**src/rtl/sram_ctrl_pkg.sv**
```systemverilog
package sram_ctrl_pkg;

  // nanoseconds to clocks, rounded up, never below one clock
  function automatic int unsigned ns_to_clk(input int unsigned ns, input int unsigned period);
    int unsigned c;
    c = (ns + period - 1) / period;
    if (c == 0) c = 1;
    return c;
  endfunction

  function automatic int unsigned max2(input int unsigned a, input int unsigned b);
    return (a > b) ? a : b;
  endfunction

  typedef enum logic [1:0] {
    SQ_IDLE  = 2'd0,
    SQ_SETUP = 2'd1,
    SQ_ACT   = 2'd2,
    SQ_TURN  = 2'd3
  } seq_state_t;

endpackage

```
**src/rtl/sram_phase_timer.sv**
```systemverilog
module sram_phase_timer #(
  parameter int CNT_W = 4
) (
  input  logic             clk,
  input  logic             rst,
  input  logic             load,
  input  logic [CNT_W-1:0] load_val,
  output logic             expired
);
  logic [CNT_W-1:0] cnt;

  always_ff @(posedge clk) begin
    if (rst)             cnt <= '0;
    else if (load)       cnt <= load_val;
    else if (cnt != '0)  cnt <= cnt - 1'b1;
  end

  assign expired = (cnt == '0);
endmodule

```
**src/rtl/sram_rd_capture.sv**
```systemverilog
module sram_rd_capture #(
  parameter int DATA_W = 8
) (
  input  logic              clk,
  input  logic              rst,
  input  logic              capture,
  input  logic [DATA_W-1:0] bus_in,
  output logic [DATA_W-1:0] rd_data,
  output logic              rd_valid
);
  always_ff @(posedge clk) begin
    if (rst) begin
      rd_data  <= '0;
      rd_valid <= 1'b0;
    end else begin
      rd_valid <= capture;
      if (capture) rd_data <= bus_in;
    end
  end
endmodule

```
**src/rtl/sram_port_ctrl.sv**
```systemverilog
module sram_port_ctrl
  import sram_ctrl_pkg::*;
#(
  parameter int ADDR_W        = 15,
  parameter int DATA_W        = 8,
  parameter int CLK_PERIOD_NS = 10,
  parameter int T_RC_NS       = 55,
  parameter int T_AA_NS       = 55,
  parameter int T_OE_NS       = 30,
  parameter int T_WC_NS       = 55,
  parameter int T_WP_NS       = 45,
  parameter int T_AW_NS       = 50,
  parameter int T_DW_NS       = 25,
  parameter int T_HZ_NS       = 20
) (
  input  logic              clk,
  input  logic              rst,
  input  logic              req,
  input  logic              req_wr,
  input  logic [ADDR_W-1:0] req_addr,
  input  logic [DATA_W-1:0] req_wdata,
  output logic              ready,
  output logic [DATA_W-1:0] rd_data,
  output logic              rd_valid,
  output logic [ADDR_W-1:0] mem_addr,
  output logic              mem_ce_n,
  output logic              mem_we_n,
  output logic              mem_oe_n,
  output logic [DATA_W-1:0] mem_dq_out,
  output logic              mem_dq_oe,
  input  logic [DATA_W-1:0] mem_dq_in
);
  localparam int unsigned RD_CYC = max2(ns_to_clk(T_RC_NS, CLK_PERIOD_NS),
                                        max2(ns_to_clk(T_AA_NS, CLK_PERIOD_NS),
                                             ns_to_clk(T_OE_NS, CLK_PERIOD_NS)));
  localparam int unsigned WR_CYC = max2(max2(ns_to_clk(T_WC_NS, CLK_PERIOD_NS),
                                             ns_to_clk(T_WP_NS, CLK_PERIOD_NS)),
                                        max2(ns_to_clk(T_AW_NS, CLK_PERIOD_NS),
                                             ns_to_clk(T_DW_NS, CLK_PERIOD_NS)));
  localparam int unsigned TURN_CYC = ns_to_clk(T_HZ_NS, CLK_PERIOD_NS);
  localparam int unsigned LONGEST  = max2(max2(RD_CYC, WR_CYC), TURN_CYC);
  localparam int CNT_W = $clog2(LONGEST + 1);

  seq_state_t       state;
  logic             is_wr;
  logic             t_load;
  logic [CNT_W-1:0] t_val;
  logic             t_done;
  logic             cap;

  // phase timer reload: active length on leaving setup, recovery length on leaving active
  always_comb begin
    t_load = 1'b0;
    t_val  = CNT_W'(TURN_CYC - 1);
    if (state == SQ_SETUP) begin
      t_load = 1'b1;
      t_val  = is_wr ? CNT_W'(WR_CYC - 1) : CNT_W'(RD_CYC - 1);
    end else if (state == SQ_ACT && t_done) begin
      t_load = 1'b1;
    end
  end

  assign cap = (state == SQ_ACT) && t_done && !is_wr;

  sram_phase_timer #(.CNT_W(CNT_W)) u_timer (
    .clk      (clk),
    .rst      (rst),
    .load     (t_load),
    .load_val (t_val),
    .expired  (t_done)
  );

  sram_rd_capture #(.DATA_W(DATA_W)) u_cap (
    .clk      (clk),
    .rst      (rst),
    .capture  (cap),
    .bus_in   (mem_dq_in),
    .rd_data  (rd_data),
    .rd_valid (rd_valid)
  );

  always_ff @(posedge clk) begin
    if (rst) begin
      state      <= SQ_IDLE;
      is_wr      <= 1'b0;
      ready      <= 1'b1;
      mem_addr   <= '0;
      mem_ce_n   <= 1'b1;
      mem_we_n   <= 1'b1;
      mem_oe_n   <= 1'b1;
      mem_dq_out <= '0;
      mem_dq_oe  <= 1'b0;
    end else begin
      unique case (state)
        SQ_IDLE: begin
          if (req && ready) begin
            mem_addr <= req_addr;
            is_wr    <= req_wr;
            ready    <= 1'b0;
            state    <= SQ_SETUP;
            if (req_wr) begin
              mem_dq_out <= req_wdata;
              mem_dq_oe  <= 1'b1;
            end
          end
        end
        SQ_SETUP: begin
          mem_ce_n <= 1'b0;
          if (is_wr) mem_we_n <= 1'b0;
          else       mem_oe_n <= 1'b0;
          state <= SQ_ACT;
        end
        SQ_ACT: begin
          if (t_done) begin
            mem_ce_n <= 1'b1;
            mem_we_n <= 1'b1;
            mem_oe_n <= 1'b1;
            state    <= SQ_TURN;
          end
        end
        SQ_TURN: begin
          mem_dq_oe <= 1'b0;
          if (t_done) begin
            ready <= 1'b1;
            state <= SQ_IDLE;
          end
        end
        default: state <= SQ_IDLE;
      endcase
    end
  end
endmodule

```
**config.mk**
```make
export PLATFORM = sky130hd
export DESIGN_NAME = sram_port_ctrl
export DESIGN_NICKNAME = d
export VERILOG_FILES = /design/src/rtl/sram_ctrl_pkg.sv /design/src/rtl/sram_phase_timer.sv /design/src/rtl/sram_rd_capture.sv /design/src/rtl/sram_port_ctrl.sv
export SDC_FILE = /design/constraint.sdc
export NUM_CORES = 1
export LEC_CHECK = 0
export BUFFER_PORTS_ARGS = -buffer_cell sky130_fd_sc_hd__clkbuf_2
export CAP_MARGIN = 20
export CORE_MARGIN = 2
export CORE_UTILIZATION = 47
export DETAILED_ROUTE_END_ITERATION = 12
export GPL_TIMING_DRIVEN = 0
export PLACE_DENSITY = 0.83
export SETUP_SLACK_MARGIN = 0.15
export SYNTH_ARGS = -nofsm -noshare
export SYNTH_HDL_FRONTEND = slang
export SYNTH_SLANG_ARGS = --single-unit
```
**constraint.sdc**
```tcl
create_clock -name clk -period 1.9 [get_ports clk]
set_input_delay 0.285 -clock clk [delete_from_list [all_inputs] [get_ports clk]]
set_output_delay 0.285 -clock clk [all_outputs]
set_load 0.01 [all_outputs]
```
==> results.json <==
{
  "cp-startpoint": "state[0]",
  "dieHeight_microns": 65.2,
  "syn-num-nets": 252,
  "ys_top_cells_by_area": "dfxtp_1 49%, nand2_1 14%, a21oi_1 12%, ha_1 5.0%, o21bai_1 2.1%",
  "vias": 1629,
  "track_usage": 0.185,
  "cp_max_fo": 10,
  "ys_seq_area_frac": 0.490,
  "hp-start": "req_addr[10]",
  "peakVddDrop_v": 0.000504,
  "synth_top_family_by_area": "simple AND/OR/NAND/NOR gates",
  "drt_iter0_drc": 77,
  "cts_buffers": 5,
  "crit_path_end_kind": "flop",
  "wl_per_cell_microns": 11.3,
  "htreeDepth": 2,
  "start_kind": "flop",
  "power_mw": 2.89,
  "p_leak_nw": 1.04,
  "arrival_ns": 1.72,
  "dieArea_sq_um": 4250,
  "tns_ns": 0,
  "hold_end": "mem_addr[10]",
  "drt-vias-per-instance": 4.85,
  "fin_worst_skew_ns": 0.00478,
  "initial_core_util": 0.484,
  "power_density_nw_per_um2": 1280,
  "grt_setup_unrepaired": "false",
  "synthMuxAreaShare": 0.0263,
  "rows": 22,
  "synthXorXnorAreaFrac": 0,
  "synth-compound-area-share": 0.157,
  "setup_viol_count_final": 0,
  "layout.cells.non_filler": 336,
  "area_growth_pct": 28.5,
  "slowest_delay_ns": 0.38,
  "die_x_microns": 65.2,
  "place_inst": 328,
  "cts_buffer_depth": 2,
  "min_path_cells": 3,
  "fmax_mhz": 645,
  "worstPathRequired_ns": 2.07,
  "hpwl_microns": 2800,
  "timing.rr.start": "state[0]",
  "grt_antenna_before_repair": 0,
  "clk_latency_ns": 0.29,
  "ant_nets": 0,
  "dr.pass1.iters": 4,
  "grt_pass1_vias": 1373,
  "cpMostUsedCell": "buf_4",
  "min_period_ns": 1.55,
  "routed_wirelength_microns": 3790,
  "place.gp.congestion": 0.713,
  "status": "completed",
  "path_cells": "inv_1, ha_1, buf_4, and3_1, buf_4, buf_6, nand2_1, a21oi_1",
  "synthDominantCellAreaShare": 0.490,
  "synth.distinct_cells": 26,
  "drc": 0,
  "cts_setup_buffers": 0,
  "ys.warnings.count": 0,
  "path_class": "reg -> reg",
  "rr_endpoint": "mem_addr[13]",
  "core_sq_um": 3630,
  "yosys.area_share.adder": 0.0498,
  "finalCritPeriodShare": 0.816,
  "synthesis.area_sq_um": 1760,
  "nNetsFinal": 329,
  "port_buffers": 70,
  "cts_num_sinks": 43,
  "grt_pass1_wl_microns": 6010,
  "antenna_cells": 0,
  "ios": 72,
  "cpMaxStageDelayCell": "dfxtp_1",
  "overflow": 0,
  "grt_start_max_net_pins": 14,
  "nFillCells": 325,
  "whs_ns": 0.203,
  "yosys.area_share.simple": 0.214,
  "tightest_slew_ns": 0.515,
  "drv_cap": 0,
  "r2r_cells": 8,
  "ys_ff_latch": 43,
  "synthesis.instances": 210,
  "yosys.area.top_type": "dfxtp_1",
  "report.final.slew_viol_count": 0,
  "tritoncts": "yes",
  "min_path_type": "in -> reg",
  "reg2reg_slack_ns": 0.35,
  "drive_above_1_share": 0.326,
  "path_clk_slew_ns": 0.08,
  "root_buffer": "clkbuf_8",
  "hold_viol_final": 0,
  "relSlewSlack": 0.656,
  "postSynthAreaPerCell_sq_um": 8.37
}
-- state kept, by name, indices dropped and copies added (netlist names), 2 cells and up --
| register | count |
|---|---|
| u_cap.rd_data | 8 |
| state | 2 |
| mem_dq_out | 8 |
| u_timer.cnt | 3 |
| mem_addr | 15 |
-- what timing repair did --
item / 4_1_cts / 5_1_grt
hold buffers: 0 / 0
gates resized for setup: 0 / 3
setup endpoints to repair: 0 / 4
-- how the worst max path moves through the flow --
stage / end / slack, ns / depth (start not counted)
floorplan: mem_addr[10] / 0.47 / 8
global placement: u_cap.rd_data[7] / 0.36 / 7
detailed placement: u_cap.rd_data[5] / 0.31 / 7
CTS: u_cap.rd_data[5] / 0.28 / 7
global route: mem_dq_oe / 0.21 / 6
finish: mem_addr[13] / 0.35 / 8
-- synthesized netlist by cell type (all sizes together) --
| master | number |
|---|---|
| a211oi | 1 |
| a21oi | 42 |
| a2bb2oi | 1 |
| and3 | 1 |
| and4 | 1 |
| and4bb | 1 |
| buf | 9 |
| clkbuf | 5 |
| dfxtp | 43 |
| ha | 7 |
| inv | 7 |
| mux2 | 2 |
| mux2i | 2 |
| nand2 | 66 |
| nand2b | 5 |
| nand3 | 1 |
| nand4 | 1 |
| nand4bb | 1 |
| nor2 | 6 |
| nor2b | 1 |
| nor3 | 1 |
| nor3b | 1 |
| o21bai | 5 |
-- layer usage --
layer	routed length (microns)	GRT usage	part of all wire
met2	1740	0.294	0.46
met3	357	0.0719	0.094
met1	1660	0.229	0.44
met5	0	0	0
met4	36	0.0625	0.0095
-- area by class of cell --
type	instances	area (sq um)	share of cell area
Clock inverter	3	15.0	0.00665
Sequential cell	43	861	0.381
Clock buffer	5	68.8	0.0305
Tap cell	48	60.1	0.0266
Inverter	7	26.3	0.0116
Timing Repair Buffer	70	350	0.155
Multi-Input combinational cell	146	790	0.350
Buffer	14	87.6	0.0388
-- logic make-up after synthesis --
group                    Yosys count
AND/OR/NAND/NOR                   86
AO/OA/AOI/OAI                     49
flip-flops                        43
buffers and inverters             21
adder cells (fa/ha/maj)            7
multiplexers                       4
-- layout by cell type (no fill, tap or decap), types with 2 or more instances in the layout --
| cell type | instances |
|---|---|
| ha_1 | 7 |
| nand2b_1 | 5 |
| buf_4 | 4 |
| buf_2 | 3 |
| clkinv_2 | 3 |
| mux2i_1 | 2 |
| nand2_1 | 66 |
| clkbuf_1 | 4 |
| clkbuf_2 | 71 |
| nor2_1 | 6 |
| inv_1 | 7 |
| buf_6 | 2 |
| dfxtp_1 | 43 |
| a21oi_1 | 42 |
| clkbuf_8 | 5 |
| o21bai_1 | 5 |
-- stage by stage --
| step | worst slack, ns | cell area [sq um] | utilization |
|---|---|---|---|
| after CTS | 0.276 | 2250 | 0.620 |
| after detailed placement | 0.306 | 2170 | 0.597 |
| after floorplan | 0.471 | 1760 | - |
| final | 0.350 | 2260 | 0.622 |
| after global placement | 0.362 | 2170 | 0.597 |
| after global routing | 0.208 | 2260 | 0.622 |
-- critical path: cells and delay by family (launching register included) --
family | cells | cell delay (ns)
AOI/OAI and AO/OA | 1 | 0.05
adders and majority gates | 1 | 0.20
buffers and inverters | 4 | 0.55
DFF | 1 | 0.38
and+or+nand+nor | 2 | 0.25
-- where the power goes --
| group | leakage, nW | switching (mW) | internal (mW) |
|---|---|---|---|
| sequential | 0.351 | 0.119 | 1.08 |
| clock | 0.0477 | 0.295 | 0.251 |
| combinational | 0.645 | 0.618 | 0.522 |
Power figures use the tool's default switching activity.
